$ cat src/rtl/bfp_pkg.sv
package bfp_pkg;

  // Scaling mode applied by the operand stage during one pass
  typedef enum logic [0:0] {
    SCALE_PASS  = 1'b0,
    SCALE_HALVE = 1'b1
  } scale_e;

endpackage

$ cat src/rtl/bfp_growth_acc.sv
module bfp_growth_acc #(
  parameter int DATA_W = 16
) (
  input  logic              clk,
  input  logic              rst_n,
  input  logic              clr,
  input  logic              en,
  input  logic [DATA_W-1:0] re_i,
  input  logic [DATA_W-1:0] im_i,
  output logic              word_grow,
  output logic              pass_grow
);

  // Growth: the bit below the sign disagrees with the sign
  function automatic logic grew(input logic [DATA_W-1:0] w);
    return w[DATA_W-1] ^ w[DATA_W-2];
  endfunction

  logic seen_q;

  assign word_grow = grew(re_i) | grew(im_i);
  assign pass_grow = seen_q | (en & word_grow);

  always_ff @(posedge clk) begin
    if (!rst_n) begin
      seen_q <= 1'b0;
    end else if (clr) begin
      seen_q <= 1'b0;
    end else if (en && word_grow) begin
      seen_q <= 1'b1;
    end
  end

endmodule

$ cat src/rtl/bfp_exp_ctrl.sv
module bfp_exp_ctrl
  import bfp_pkg::*;
#(
  parameter int EXP_W = 4
) (
  input  logic             clk,
  input  logic             rst_n,
  input  logic             start_i,
  input  logic [EXP_W-1:0] passes_i,
  input  logic             res_fire,
  input  logic             res_last,
  input  logic             pass_grow,
  output logic             busy,
  output logic             pass_end,
  output scale_e           mode,
  output logic [EXP_W-1:0] exp_o,
  output logic             done_o,
  output logic             tail_grow_o
);

  localparam logic [EXP_W-1:0] EXP_MAX = {EXP_W{1'b1}};

  function automatic logic [EXP_W-1:0] sat_inc(input logic [EXP_W-1:0] e);
    return (e == EXP_MAX) ? e : e + 1'b1;
  endfunction

  logic [EXP_W-1:0] pass_idx_q;
  logic [EXP_W-1:0] npass_q;
  logic             final_pass;

  assign final_pass = ({1'b0, pass_idx_q} + 1'b1) >= {1'b0, npass_q};
  assign pass_end   = res_fire & res_last;

  always_ff @(posedge clk) begin
    if (!rst_n) begin
      busy        <= 1'b0;
      mode        <= SCALE_PASS;
      exp_o       <= '0;
      done_o      <= 1'b0;
      tail_grow_o <= 1'b0;
      pass_idx_q  <= '0;
      npass_q     <= '0;
    end else begin
      done_o <= 1'b0;
      if (start_i) begin
        busy        <= 1'b1;
        mode        <= SCALE_PASS;
        exp_o       <= '0;
        tail_grow_o <= 1'b0;
        pass_idx_q  <= '0;
        npass_q     <= passes_i;
      end else if (pass_end) begin
        if (final_pass) begin
          busy        <= 1'b0;
          done_o      <= 1'b1;
          tail_grow_o <= pass_grow;
          mode        <= SCALE_PASS;
        end else begin
          pass_idx_q <= pass_idx_q + 1'b1;
          mode       <= pass_grow ? SCALE_HALVE : SCALE_PASS;
          if (pass_grow) exp_o <= sat_inc(exp_o);
        end
      end
    end
  end

endmodule

$ cat src/rtl/bfp_operand_shift.sv
module bfp_operand_shift
  import bfp_pkg::*;
#(
  parameter int DATA_W = 16
) (
  input  logic              clk,
  input  logic              rst_n,
  input  scale_e            mode,
  input  logic              valid_i,
  input  logic [DATA_W-1:0] re_i,
  input  logic [DATA_W-1:0] im_i,
  output logic              valid_o,
  output logic [DATA_W-1:0] re_o,
  output logic [DATA_W-1:0] im_o
);

  function automatic logic [DATA_W-1:0] asr1(input logic [DATA_W-1:0] w);
    return {w[DATA_W-1], w[DATA_W-1:1]};
  endfunction

  function automatic logic [DATA_W-1:0] scale(input scale_e m,
                                              input logic [DATA_W-1:0] w);
    return (m == SCALE_HALVE) ? asr1(w) : w;
  endfunction

  always_ff @(posedge clk) begin
    if (!rst_n) begin
      valid_o <= 1'b0;
      re_o    <= '0;
      im_o    <= '0;
    end else begin
      valid_o <= valid_i;
      if (valid_i) begin
        re_o <= scale(mode, re_i);
        im_o <= scale(mode, im_i);
      end
    end
  end

endmodule

$ cat src/rtl/bfp_scaler.sv
module bfp_scaler
  import bfp_pkg::*;
#(
  parameter int DATA_W = 16,
  parameter int EXP_W  = 4
) (
  input  logic              clk,
  input  logic              rst_n,
  input  logic              start_i,
  input  logic [EXP_W-1:0]  passes_i,
  input  logic              op_valid_i,
  input  logic [DATA_W-1:0] op_re_i,
  input  logic [DATA_W-1:0] op_im_i,
  output logic              op_valid_o,
  output logic [DATA_W-1:0] op_re_o,
  output logic [DATA_W-1:0] op_im_o,
  input  logic              res_valid_i,
  input  logic              res_last_i,
  input  logic [DATA_W-1:0] res_re_i,
  input  logic [DATA_W-1:0] res_im_i,
  output logic [EXP_W-1:0]  exp_o,
  output logic              done_o,
  output logic              tail_grow_o
);

  // Named internal events, visible to the bound checker
  logic   busy;
  logic   res_fire;
  logic   pass_end;
  logic   word_grow;
  logic   pass_grow;
  logic   acc_clr;
  logic   shift_pend;
  scale_e mode;

  assign res_fire   = busy & res_valid_i & ~start_i;
  assign acc_clr    = start_i | pass_end;
  assign shift_pend = (mode == SCALE_HALVE);

  bfp_growth_acc #(.DATA_W(DATA_W)) u_grow (
    .clk       (clk),
    .rst_n     (rst_n),
    .clr       (acc_clr),
    .en        (res_fire),
    .re_i      (res_re_i),
    .im_i      (res_im_i),
    .word_grow (word_grow),
    .pass_grow (pass_grow)
  );

  bfp_exp_ctrl #(.EXP_W(EXP_W)) u_ctrl (
    .clk         (clk),
    .rst_n       (rst_n),
    .start_i     (start_i),
    .passes_i    (passes_i),
    .res_fire    (res_fire),
    .res_last    (res_last_i),
    .pass_grow   (pass_grow),
    .busy        (busy),
    .pass_end    (pass_end),
    .mode        (mode),
    .exp_o       (exp_o),
    .done_o      (done_o),
    .tail_grow_o (tail_grow_o)
  );

  bfp_operand_shift #(.DATA_W(DATA_W)) u_shift (
    .clk     (clk),
    .rst_n   (rst_n),
    .mode    (mode),
    .valid_i (op_valid_i),
    .re_i    (op_re_i),
    .im_i    (op_im_i),
    .valid_o (op_valid_o),
    .re_o    (op_re_o),
    .im_o    (op_im_o)
  );

endmodule

$ cat config.mk
export PLATFORM = sky130hd
export DESIGN_NAME = bfp_scaler
export DESIGN_NICKNAME = d
export VERILOG_FILES = /design/src/rtl/bfp_pkg.sv /design/src/rtl/bfp_growth_acc.sv /design/src/rtl/bfp_exp_ctrl.sv /design/src/rtl/bfp_operand_shift.sv /design/src/rtl/bfp_scaler.sv
export SDC_FILE = /design/constraint.sdc
export NUM_CORES = 1
export LEC_CHECK = 0
export BUFFER_PORTS_ARGS = -buffer_cell sky130_fd_sc_hd__buf_2
export CAP_MARGIN = 10
export CELL_PAD_IN_SITES_DETAIL_PLACEMENT = 0
export CELL_PAD_IN_SITES_GLOBAL_PLACEMENT = 1
export CORE_MARGIN = 2
export CORE_UTILIZATION = 36
export CTS_CLUSTER_DIAMETER = 40
export DETAILED_ROUTE_END_ITERATION = 8
export PLACE_DENSITY_LB_ADDON = 0.1
export SYNTH_ARGS = -nofsm -noshare
export SYNTH_HDL_FRONTEND = slang
export SYNTH_SLANG_ARGS = --single-unit
$ cat constraint.sdc
create_clock -name clk -period 4 [get_ports clk]
set_input_delay 0.8 -clock clk [delete_from_list [all_inputs] [get_ports clk]]
set_output_delay 0.8 -clock clk [all_outputs]
set_load 0.02 [all_outputs]
; ---- Yosys cells after proc, flatten, opt, wreduce, memory -nomap -nowiden
; Cells that the tools add are included.
[word_totals]
ff_bits = 50
inputBits = 74
output_inout_bits = 39
[classes]
n_addsub = 3
order_cmp = 1
n_eq_ne = 1
n_mux = 8
bitwise_logic = 14
n_reduce_logical = 10
[op_table]
columns = op, n
row1 = two-way mux 15 bit, 2
row2 = adder 4 x 1 -> 4 bit (second input constant), 2
row3 = two-way mux 1 bit, 6
row4 = AND reduction 2 bit, 3
row5 = adder 4 x 1 -> 5 bit (second input constant), 1
row6 = greater-or-equal comparator 5 x 4 -> 1 bit, 1
row7 = inverter 1 bit, 5
row8 = AND 1 bit, 4
row9 = equality test 4 bit (second input constant), 1
row10 = AND reduction 4 bit, 1
row11 = nonzero test 2 bit, 2
row12 = OR reduction 2 bit, 2
row13 = OR 1 bit, 3
row14 = OR reduction 3 bit, 1
row15 = bitwise XOR 1 bit, 2
row16 = logical AND 1 bit, 1

; ---- Longest topological paths before layout
; Gate-level depths: netlist of run 1.
[logic_depth]
depth_word = 6
ltp_mapped = 7

; ---- By module
; A second synthesis of run 1 with hierarchy kept.
[hier_totals]
hier_cells = 237
hier_area_um2 = 2322.2
[by_module_without_submodules]
columns = mod, n_inst, cells_per_inst, area_per_inst_um2, seq_area_each_um2
row1 = bfp_operand_shift, 1, 142, 1420.1, 660.6
row2 = bfp_exp_ctrl, 1, 85, 818.3, 320.3
row3 = bfp_growth_acc, 1, 8, 68.8, 20.0
row4 = bfp_scaler, 1, 2, 15.0, 0.0

; ---- Least setup slack after synthesis of run 1
; OpenSTA, ideal clock, no wires.
[synth_path]
kind = input-to-reg
startpoint = input port start_i
endpoint = register u_ctrl.exp_o[3]
arrival_ns = 2.052
slack_ns = 1.878
cell_stages = 6
cell_sequence = buf_6 nand4b_4 nor3_4 o21ai_2 or4_1 a21oi_1
[synth_via]
elab_chain_cells = 5
[synth_rtl]
columns = element, line_no
row1 = "start, declared", bfp_scaler.sv:9  ; input logic start_i,
row2 = inverter 1 bit, bfp_scaler.sv:36  ; assign res_fire = busy & res_valid_i & ~start_i;
row3 = AND 1 bit, bfp_scaler.sv:36
row4 = AND 1 bit, bfp_growth_acc.sv:22  ; assign pass_grow = seen_q | (en & word_grow);
row5 = OR 1 bit, bfp_growth_acc.sv:22
row6 = AND reduction 4 bit (no source line), --
row7 = "end signal, assigned", bfp_exp_ctrl.sv:61  ; if (pass_grow) exp_o <= sat_inc(exp_o);
row8 = "end, declared", bfp_exp_ctrl.sv:16  ; output logic [EXP_W-1:0] exp_o,
; Several ways; a longest one is shown, not always the timed one.
; A chain may end at the register's enable or synchronous reset.

; ---- Worst setup path after layout of run 1
[layout_path]
startpoint = register u_ctrl.pass_idx_q[0]
endpoint = register u_ctrl.exp_o[3]
[layout_via]
elab_chain_cells = 4
[layout_rtl]
columns = element, line_no
row1 = "start, declared", bfp_exp_ctrl.sv:27  ; logic [EXP_W-1:0] pass_idx_q;
row2 = "start signal, assigned", bfp_exp_ctrl.sv:59  ; pass_idx_q <= pass_idx_q + 1'b1;
row3 = adder 4 x 1 -> 5 bit, bfp_exp_ctrl.sv:31  ; assign final_pass = ({1'b0, pass_idx_q} + 1'b1) >= {1'b0, npass_q};
row4 = greater-or-equal comparator 5 x 4 -> 1 bit, bfp_exp_ctrl.sv:31
row5 = inverter 1 bit (no source line), --
row6 = AND reduction 4 bit (no source line), --
; Every way passes these cells.

==> metrics.cfg, run 1 <==
[timing]
fin_crit_sh_pct = 56.5
setup_ws_ns = 1.74
fin_skew_ns = 0.00703
tightest_slew_ns = 1.05
hold_viol_final = 0
finalCriticalPeriod_ns = 2.26
setup_viol = 0
clock.fmax_mhz = 442
setup-tns-final_ns = 0
slew_violations = 0
rsz0062_at_grt = no
slew_headroom_pct = 30.3

[route]
drt_iter0_drc = 30
via_per_inst = 4.88
postRouteAntennaNets = 0
vias = 1900
drc = 0
drtPass1Iterations = 4
wl_per_cell_um = 12.7
routed_wl_mm = 4.93

[run_status]
status = finished clean

[critical_path]
required_ns = 4.23
crit_path_frequent_cell = ha_1
crit_family = compound AO/OA/AOI/OAI gates
slowest_stage = or4_1
crit_type = reg -> reg
crit_chain = ha_1 -> xor2_1 -> ha_1 -> o21ai_1 -> o21ai_2 -> or4_1 -> a21oi_1
slowest_delay_ns = 0.52
cp.buffers_inverters = 0
critPathLaunchType = flop
worstPathArrival_ns = 2.49
crit_path_max_fanout = 10
cp-end-kind = flop
reg2reg_slack_ns = 1.74

[worst_hold_path]
hold_class = reg -> reg

[placed_design]
port_buffers = 84
preCtsSetupSlack_ns = 1.67
place.gp.congestion = 0.744
hpwl_mm = 3.45

[floorplanning]
placementRows = 29
core_sq_mm = 0.00635
die-width_um = 85.2
start_util_pct = 37.4
io_pins = 113
dieArea_sq_mm = 0.00726
dieHeight_um = 85.2

[synthesis]
syn-instance-count = 237
synth_xor_area_share_pct = 2.21
synth_area_leaders = dfxtp_1, mux2i_1, o211a_1
synth_cell_types = 36
synth_top_family_by_area = compound AO/OA/AOI/OAI gates
avgSynthCellArea_sq_um = 10.0
synth-simple-area-share_pct = 13.5
syn_nets = 317
synth_top_area_share_pct = 42.1
yosys_warnings = 0
ys_ff_latch = 50
synth_top_cell_by_area = dfxtp_1
synth_compound_area_share_pct = 18.9
synthMuxAreaShare_pct = 16.0
syn_area_sq_mm = 0.00237
synth-edff-count = 0
ys_seq_area_share_pct = 42.1
synthAdderAreaFrac_pct = 3.16
async_flop_share_pct = 0
synth_ff_type = dfxtp_1

[final_layout]
diodes = 0
fin_nets = 391
final_cell_mix = buf_2, dfxtp_1, mux2i_1
layout_commonest_cell = buf_2
drive_above_1_share_pct = 30.4
area_delta_synth_final_pct = 23.2

[power_and_ir_drop]
p_sw_w = 0.000266
pwr_density_cell_mw_per_mm2 = 357
leakagePower_nw = 1.47
sw_frac_of_total_pct = 25.5
p_int_w = 0.000777
pwr-share-comb_pct = 14.8
p_seq_share_pct = 51.4
p_clk_share_pct = 33.9
vdd.ir_drop.worst_uv = 170

[grt]
antenna_found_initial = 1
grt_use_total_pct = 14.2
grt_max_degree = 64
grt_pass1_wl_mm = 8.30
grt_pass1_vias = 1866
grt-ovfl-total = 0

[flow_run]
cap_viol_max_count = 0

[clocking]
cts-root-buf = clkbuf_8
cts.clk_slew.worst_paths_ns = 0.09
clockBufferDepth = 2
ctsResizeCount = 0
ctsHoldBuffers = 0
clock_sinks = 50
post-cts-setup-buffers = 0
cts_buffers = 5
h-tree-depth = 2
worst_skew_pair.late_latency_ns = 0.30
cts_tree = done

==> layout make-up <==
type	count	area, sq um
clock buffer	7	76.3
clock inverter	1	30.0
fill	662	3420
inverter	6	22.5
multi-input combinational	164	1280
sequential	50	1000
tap	77	96.3
timing repair buffer	84	420
==> sequential cells by signal, indices dropped and copies added, names as in the netlist <==
register	cells
u_ctrl.mode	1
u_ctrl.tail_grow_o	1
u_ctrl.done_o	1
u_ctrl.busy	1
u_ctrl.pass_idx_q	4
u_ctrl.npass_q	4
u_shift.im_o	16
u_shift.valid_o	1
u_grow.seen_q	1
u_shift.re_o	16
u_ctrl.exp_o	4
==> cell usage after synthesis (2+ instances only) <==
library cell,count
dfxtp_1,50
mux2i_1,38
nand2_1,31
o211a_1,30
clkbuf_1,14
nor2_1,7
a21oi_1,6
ha_1,6
inv_1,6
nor2b_1,6
o21ai_0,4
xnor2_1,4
nand3_1,3
o21ai_1,3
or3_1,3
and3_1,2
buf_2,2
nand2b_1,2
o21a_1,2
xor2_1,2
==> cells by family (layout without fill, tap and decap cells) <==
family,Yosys count,after routing
AO/OA/AOI/OAI,52,52
XOR/XNOR,6,6
adder cells (fa/ha/maj),6,6
buffers and inverters,23,98
flip-flops,50,50
multiplexers,38,38
AND/OR/NAND/NOR,62,62
==> path summary, 6_finish.rpt <==
kind         cells after the start                              start                            to
max                              7  u_ctrl.pass_idx_q[0]$_SDFFE_PP0P_  u_ctrl.exp_o[3]$_SDFFE_PP0P_
min                              1       u_shift.im_o[6]$_SDFFE_PN0P_  u_shift.im_o[6]$_SDFFE_PN0P_
max reg2reg                      7  u_ctrl.pass_idx_q[0]$_SDFFE_PP0P_  u_ctrl.exp_o[3]$_SDFFE_PP0P_
min reg2reg                      1       u_shift.im_o[6]$_SDFFE_PN0P_  u_shift.im_o[6]$_SDFFE_PN0P_
==> power by group through the flow <==
stage	Clock [W]	Sequential (W)	Combinational, W
floorplan	0	0.000576	0.0000685
global placement	0	0.000547	0.000157
detailed placement	0	0.000548	0.000157
CTS	0.000367	0.000537	0.000157
global route	0.000390	0.000540	0.000170
finish	0.000353	0.000536	0.000154
==> per-layer routing <==
layer	up-vias	track usage, %	part of all wire [%]	wire [um]
met5	-	0	0.26	13
met4	2	4.76	1.3	63
met3	9	5.35	7.6	376
met2	51	23.4	47	2300
met1	853	17.1	44	2180
li1	985	-	-	-
==> through the flow <==
stage,hold slack [ns],area [sq um],utilization (%),cells,power (W)
floorplan,0.483,2370,-,237,0.000644
global placement,0.456,2820,44.4,381,0.000704
detailed placement,0.462,2820,44.4,381,0.000705
CTS,0.485,2930,46.1,389,0.00106
global route,0.497,2930,46.1,389,0.00110
finish,0.480,2930,46.1,389,0.00104
==> worst register-to-register path, delay by kind of cell (launching register included) <==
family | cells | cell delay, ns
flops | 1 | 0.35
fa+ha+maj | 2 | 0.53
simple gates | 1 | 0.53
compound gates | 3 | 0.63
xor+xnor | 1 | 0.15
Note: power is estimated with default switching activity, not from simulation.
==> run 2, diff against run 1 <==
--- a/config.mk
+++ b/config.mk
@@ -10,7 +10,7 @@
 export CELL_PAD_IN_SITES_DETAIL_PLACEMENT = 0
 export CELL_PAD_IN_SITES_GLOBAL_PLACEMENT = 1
 export CORE_MARGIN = 2
-export CORE_UTILIZATION = 36
+export CORE_UTILIZATION = 30
 export CTS_CLUSTER_DIAMETER = 40
 export DETAILED_ROUTE_END_ITERATION = 8
 export PLACE_DENSITY_LB_ADDON = 0.1
==> constraint.sdc (replaced) <==
create_clock -name clk -period 2.05 [get_ports clk]
set_input_delay 0.41 -clock clk [delete_from_list [all_inputs] [get_ports clk]]
set_output_delay 0.41 -clock clk [all_outputs]
set_load 0.02 [all_outputs]
==> run 2 against run 1 <==
First-iteration DRC count grew 10%. Final cell count increased by 9.8%. Clock power increased by 68%. Combinational power rose by 110%. Via count up 3.7%. Non-clock buffer count up 13. Count of clock-buffer cells in the layout did not move. Sequential power up 96%.
==> metrics.cfg, run 2 (synthesis results as in run 1) <==
[final_layout]
top_regs = u_shift.im_o (16), u_shift.re_o (16)
drive_above_1_share_pct = 37.5  ; +7.1 points
layout_commonest_cell = buf_2
area_delta_synth_final_pct = 32.3
multi_input_area_sq_mm = 0.00136  ; +6.5%
fin_area_sq_mm = 0.00314  ; +7.4%
diodes = 0  ; unchanged
fin_nets = 404  ; +3.3%
fill_cells = 812  ; +23%
final_cell_mix = buf_2, dfxtp_1, mux2i_1
seq_area_sq_mm = 0.00101  ; +0.50%
fin_cells = 427  ; +9.8%

[flow_run]
cap_viol_max_count = 0  ; unchanged

[power_and_ir_drop]
p_int_w = 0.00144  ; +85%
p_clk_share_pct = 30.2  ; -3.7 points
leakagePower_nw = 1.54  ; +4.8%
p_sw_w = 0.000523  ; +97%
p_seq_share_pct = 53.3  ; +1.9 points
pwr-share-comb_pct = 16.5  ; +1.7 points
pwr_density_cell_mw_per_mm2 = 624  ; +75%
sw_frac_of_total_pct = 26.7  ; +1.2 points
vdd.ir_drop.worst_uv = 269  ; +58%

[placed_design]
place.gp.congestion = 0.710  ; -4.6%
hpwl_mm = 3.95  ; +14%
placed_area_sq_mm = 0.00298  ; +5.9%
port_buffers = 84  ; unchanged
dp.cells = 419  ; +10%

[clocking]
worst_skew_pair.late_latency_ns = 0.30  ; about the same
cts.clk_slew.worst_paths_ns = 0.09  ; about the same
post-cts-setup-buffers = 0  ; unchanged
cts-root-buf = clkbuf_8
clock_sinks = 50  ; unchanged
h-tree-depth = 2  ; unchanged
cts_tree = done
clockBufferDepth = 2  ; unchanged
cts_buffers = 5  ; unchanged

[critical_path]
slowest_delay_ns = 0.37  ; -0.15 ns
slowest_stage = dfxtp_4
worstPathArrival_ns = 2.20  ; -0.29 ns
critPathLaunchType = flop
reg2reg_slack_ns = 0.09  ; -1.65 ns
cp-end-kind = flop
crit_type = reg -> reg
reg2reg_depth = 8  ; +1
required_ns = 2.29  ; -1.94 ns
cp.buffers_inverters = 1  ; +1
rr_endpoint = u_ctrl.exp_o[1]$_SDFFE_PP0P_
crit_chain = ha_4 -> xor2_1 -> ha_1 -> o21ai_2 -> o21ai_4 -> buf_6 -> or3_4 -> a21oi_2
crit_path_max_fanout = 5  ; -5
r2r-start = u_ctrl.pass_idx_q[0]$_SDFFE_PP0P_
crit_family = adder cells

[grt]
grt_max_degree = 64  ; unchanged
grt_most_used_layer = met2
grt_pass1_wl_mm = 9.00  ; +8.5%
antenna_found_initial = 0  ; -1
grt_pass1_vias = 1920  ; +2.9%
grt-ovfl-total = 0  ; unchanged
grt_use_met2_pct = 20.7  ; -2.7 points
use_met3_pct = 5.00  ; -0.35 points
use_met1_pct = 16.1  ; -1.1 points
grt_use_total_pct = 12.9  ; -1.3 points

[worst_hold_path]
min_from = passes_i[1]
holdPathStages = 3  ; +2
hold_class = in -> reg
min_to = u_ctrl.npass_q[1]$_SDFFE_PN0P_

[floorplanning]
die-width_um = 93.0  ; +9.1%
core_sq_mm = 0.00769  ; +21%
io_pins = 113  ; unchanged
placementRows = 32  ; +10%
start_util_pct = 30.9  ; -6.5 points
dieHeight_um = 93.0  ; +9.1%
dieArea_sq_mm = 0.00864  ; +19%

[route]
routed_wl_mm = 5.46  ; +11%
drtPass1Iterations = 4  ; unchanged
drt_iter0_drc = 33  ; +10%
via_per_inst = 4.62  ; -5.5%
wl_per_cell_um = 12.8  ; +0.86%
drc = 0  ; unchanged
vias = 1971  ; +3.7%
postRouteAntennaNets = 0  ; unchanged

[timing]
clock.fmax_mhz = 511  ; +16%
fin_crit_sh_pct = 95.4  ; +39 points
hold_viol_final = 0  ; unchanged
setup-tns-final_ns = 0  ; unchanged
slew_violations = 0  ; unchanged
tightest_slew_ns = 0.446  ; -0.600 ns
slew_headroom_pct = 70.3  ; +40 points
finalCriticalPeriod_ns = 1.96  ; -0.304 ns
hold_slack_ns = 0.366  ; -0.114 ns
setup_viol = 0  ; unchanged
fin_skew_ns = 0.0102  ; +0.00313 ns

[run_status]
status = finished clean

-- run 2: changes by cell type in the layout (fill, tap and decap cells not counted), sizes merged --
cell and change:
buf +13, bufinv -1, clkinv +1
-- run 2: repair_timing --
action | CTS | global route
hold buffers | 0 | 0
setup endpoints to repair | 1 | 7
resized for setup | 0 | 14
pin swaps | 1 | 9
-- run 2: power groups by stage --
stage | logic (W) | registers (W) | clock network, W
global route | 0.000357 | 0.00105 | 0.000674
detailed placement | 0.000328 | 0.00107 | 0
finish | 0.000324 | 0.00105 | 0.000592
floorplan | 0.000138 | 0.00112 | 0
global placement | 0.000327 | 0.00107 | 0
CTS | 0.000329 | 0.00105 | 0.000626
-- run 2: per-stage QoR --
step	util (%)	worst slack [ns]	power, W
floorplan	-	0.0152	0.00126
global placement	38.8	0.0308	0.00139
detailed placement	38.8	0.0178	0.00140
CTS	40.0	0.00315	0.00200
global route	40.9	-0.00723	0.00208
finish	40.9	0.0935	0.00196
-- run 2: per-layer routing --
layer | vias to the layer above | routed length [um]
met5 | - | 0
met1 | 896 | 2400
met2 | 52 | 2560
met4 | 0 | 66
met3 | 5 | 431
li1 | 1018 | -
-- run 2: layout make-up --
class                           count  share of cell area, %
Multi-Input combinational cell    164                   43.3
Sequential cell                    50                   32.0
Timing Repair Buffer               97                   17.0
Tap cell                          102                   4.06
Clock buffer                        7                   2.75
Inverter                            6                  0.717
Clock inverter                      1                  0.159
-- run 2: how the worst max path moves through the flow --
stage | startpoint | to | slack, ns | cells past startpoint
2_1_floorplan | u_ctrl.pass_idx_q[0]$_SDFFE_PP0P_ | u_ctrl.exp_o[3]$_SDFFE_PP0P_ | 0.02 | 7
4_1_cts | u_ctrl.pass_idx_q[0]$_SDFFE_PP0P_ | u_ctrl.exp_o[3]$_SDFFE_PP0P_ | 0.003 | 6
3_3_place_gp | u_ctrl.pass_idx_q[0]$_SDFFE_PP0P_ | u_ctrl.exp_o[3]$_SDFFE_PP0P_ | 0.03 | 7
3_5_place_dp | u_ctrl.pass_idx_q[0]$_SDFFE_PP0P_ | u_ctrl.exp_o[3]$_SDFFE_PP0P_ | 0.02 | 7
6_report | u_ctrl.pass_idx_q[0]$_SDFFE_PP0P_ | u_ctrl.exp_o[1]$_SDFFE_PP0P_ | 0.09 | 8
5_1_grt | u_ctrl.pass_idx_q[0]$_SDFFE_PP0P_ | u_ctrl.exp_o[1]$_SDFFE_PP0P_ | -0.007 | 8
-- run 2: worst min-delay path, delay by kind of cell --
kind                   cells  cell delay [ns]
muxes                      1             0.05
and+or+nand+nor            1             0.09
buffers and inverters      1             0.08
==> run 3, diff against run 2 <==
--- a/config.mk
+++ b/config.mk
@@ -13,6 +13,7 @@
 export CORE_UTILIZATION = 30
 export CTS_CLUSTER_DIAMETER = 40
 export DETAILED_ROUTE_END_ITERATION = 8
+export MAX_ROUTING_LAYER = met4
 export PLACE_DENSITY_LB_ADDON = 0.1
 export SYNTH_ARGS = -nofsm -noshare
 export SYNTH_HDL_FRONTEND = slang
==> run 3 against run 2 <==
Register-to-register slack is essentially flat. Fmax is essentially flat. Final cell count is the same. Combinational power is essentially flat. Sequential power is essentially flat. First-iteration DRC count shrank 6.1%.
==> metrics.cfg, run 3 (synthesis results as in run 1) <==
[route]
postRouteAntennaNets = 0  ; unchanged
via_per_inst = 4.62  ; about the same
drtPass1Iterations = 4  ; unchanged
vias = 1972  ; +0.051%
drt_iter0_drc = 31  ; -6.1%
wl_per_cell_um = 12.8  ; +0.16%
drc = 0  ; unchanged
routed_wl_mm = 5.47  ; +0.16%

[final_layout]
fin_nets = 404  ; unchanged
fin_cells = 427  ; unchanged
area_delta_synth_final_pct = 32.3  ; unchanged
fill_cells = 812  ; unchanged
final_cell_mix = buf_2, dfxtp_1, mux2i_1
diodes = 0  ; unchanged
layout_commonest_cell = buf_2
top_regs = u_shift.im_o (16), u_shift.re_o (16)
drive_above_1_share_pct = 37.5  ; unchanged

[critical_path]
worstPathArrival_ns = 2.20  ; about the same
critPathLaunchType = flop
crit_type = reg -> reg
cp-end-kind = flop
required_ns = 2.29  ; about the same
reg2reg_slack_ns = 0.09  ; about the same
crit_path_max_fanout = 5  ; unchanged
r2r-start = u_ctrl.pass_idx_q[0]$_SDFFE_PP0P_
rr_endpoint = u_ctrl.exp_o[1]$_SDFFE_PP0P_
reg2reg_depth = 8  ; unchanged

[timing]
clock.fmax_mhz = 511  ; about the same
hold_viol_final = 0  ; unchanged
tightest_slew_ns = 0.446  ; -0.0000279 ns
finalCriticalPeriod_ns = 1.96  ; -0.0000222 ns
fin_skew_ns = 0.0101  ; -0.0000768 ns
slew_violations = 0  ; unchanged
slew_headroom_pct = 70.3  ; about the same
fin_crit_sh_pct = 95.4  ; about the same
setup_viol = 0  ; unchanged
hold_slack_ns = 0.366  ; unchanged

[floorplanning]
io_pins = 113  ; unchanged
dieHeight_um = 93.0  ; unchanged
core_sq_mm = 0.00769  ; unchanged
placementRows = 32  ; unchanged
dieArea_sq_mm = 0.00864  ; unchanged
die-width_um = 93.0  ; unchanged
start_util_pct = 30.9  ; unchanged

[placed_design]
place.gp.congestion = 0.718  ; +1.1%
dp.cells = 419  ; unchanged
port_buffers = 84  ; unchanged
hpwl_mm = 3.95  ; unchanged

[power_and_ir_drop]
leakagePower_nw = 1.54  ; unchanged
vdd.ir_drop.worst_uv = 269  ; about the same
pwr_density_cell_mw_per_mm2 = 624  ; about the same

[grt]
grt_use_total_pct = 13.3  ; +0.35 points
grt_pass1_wl_mm = 9.00  ; unchanged
grt-ovfl-total = 0  ; unchanged
grt_max_degree = 64  ; unchanged
antenna_found_initial = 0  ; unchanged
grt_pass1_vias = 1915  ; -0.26%

[worst_hold_path]
min_to = u_ctrl.npass_q[1]$_SDFFE_PN0P_
min_from = passes_i[1]
hold_class = in -> reg
holdPathStages = 3  ; unchanged

[run_status]
status = finished clean

[clocking]
clockBufferDepth = 2  ; unchanged
cts_tree = done
cts-root-buf = clkbuf_8
worst_skew_pair.late_latency_ns = 0.30  ; about the same
ctsHoldBuffers = 0  ; unchanged
h-tree-depth = 2  ; unchanged
cts.clk_slew.worst_paths_ns = 0.09  ; about the same
post-cts-setup-buffers = 0  ; unchanged
clock_sinks = 50  ; unchanged
cts_buffers = 5  ; unchanged

[flow_run]
cap_viol_max_count = 0  ; unchanged

run 3: cell counts in the layout (fill, tap and decap cells not counted):
Identical to the previous run, type by type.
run 3: layout make-up:
class / count / area, sq um / share of cell area [%]
clock buffer: 7 / 86.3 / 2.75
clock inverter: 1 / 5.00 / 0.159
inverter: 6 / 22.5 / 0.717
multi-input combinational: 164 / 1360 / 43.3
sequential: 50 / 1010 / 32.0
tap: 102 / 128 / 4.06
timing repair buffer: 97 / 534 / 17.0
run 3: per-layer routing:
layer | share of wire, % | global-route usage [%]
met5 | 0 | -
met4 | 1.2 | 4.04
met3 | 6.8 | 4.35
met2 | 47 | 20.7
met1 | 45 | 16.5
run 3: per-stage QoR:
stage / TNS [ns] / area [sq um] / utilization (%) / setup WS [ns] / power (W)
6_report: 0 / 3140 / 40.9 / 0.0935 / 0.00196
3_3_place_gp: 0 / 2980 / 38.8 / 0.0308 / 0.00139
3_5_place_dp: 0 / 2980 / 38.8 / 0.0178 / 0.00140
2_1_floorplan: 0 / 2400 / - / 0.0152 / 0.00126
5_1_grt: -0.00723 / 3140 / 40.9 / -0.00723 / 0.00208
4_1_cts: 0 / 3080 / 40.0 / 0.00315 / 0.00200
run 3: worst max-delay path: stages, from the launching register on:
cell and delay, ns:
dfxtp_4 0.37, ha_4 0.16, xor2_1 0.16, ha_1 0.28
o21ai_2 0.21, o21ai_4 0.09, buf_6 0.14, or3_4 0.36
a21oi_2 0.12
run 3: power by group:
| group | total (W) | switching, W | internal [W] |
|---|---|---|---|
| combinational | 0.000324 | 0.000180 | 0.000144 |
| clock | 0.000592 | 0.000319 | 0.000273 |
| sequential | 0.00105 | 0.0000248 | 0.00102 |
| total | 0.00196 | 0.000524 | 0.00144 |
run 3: worst max path at each step:
stage	startpoint	end	slack [ns]
detailed placement	u_ctrl.pass_idx_q[0]$_SDFFE_PP0P_	u_ctrl.exp_o[3]$_SDFFE_PP0P_	0.02
CTS	u_ctrl.pass_idx_q[0]$_SDFFE_PP0P_	u_ctrl.exp_o[3]$_SDFFE_PP0P_	0.003
floorplan	u_ctrl.pass_idx_q[0]$_SDFFE_PP0P_	u_ctrl.exp_o[3]$_SDFFE_PP0P_	0.02
finish	u_ctrl.pass_idx_q[0]$_SDFFE_PP0P_	u_ctrl.exp_o[1]$_SDFFE_PP0P_	0.09
global route	u_ctrl.pass_idx_q[0]$_SDFFE_PP0P_	u_ctrl.exp_o[1]$_SDFFE_PP0P_	-0.007
global placement	u_ctrl.pass_idx_q[0]$_SDFFE_PP0P_	u_ctrl.exp_o[3]$_SDFFE_PP0P_	0.03
run 3: timing repair:
action	4_1_cts	5_1_grt
resized for setup	0	14
pin swaps	1	9
setup endpoints to repair	1	7
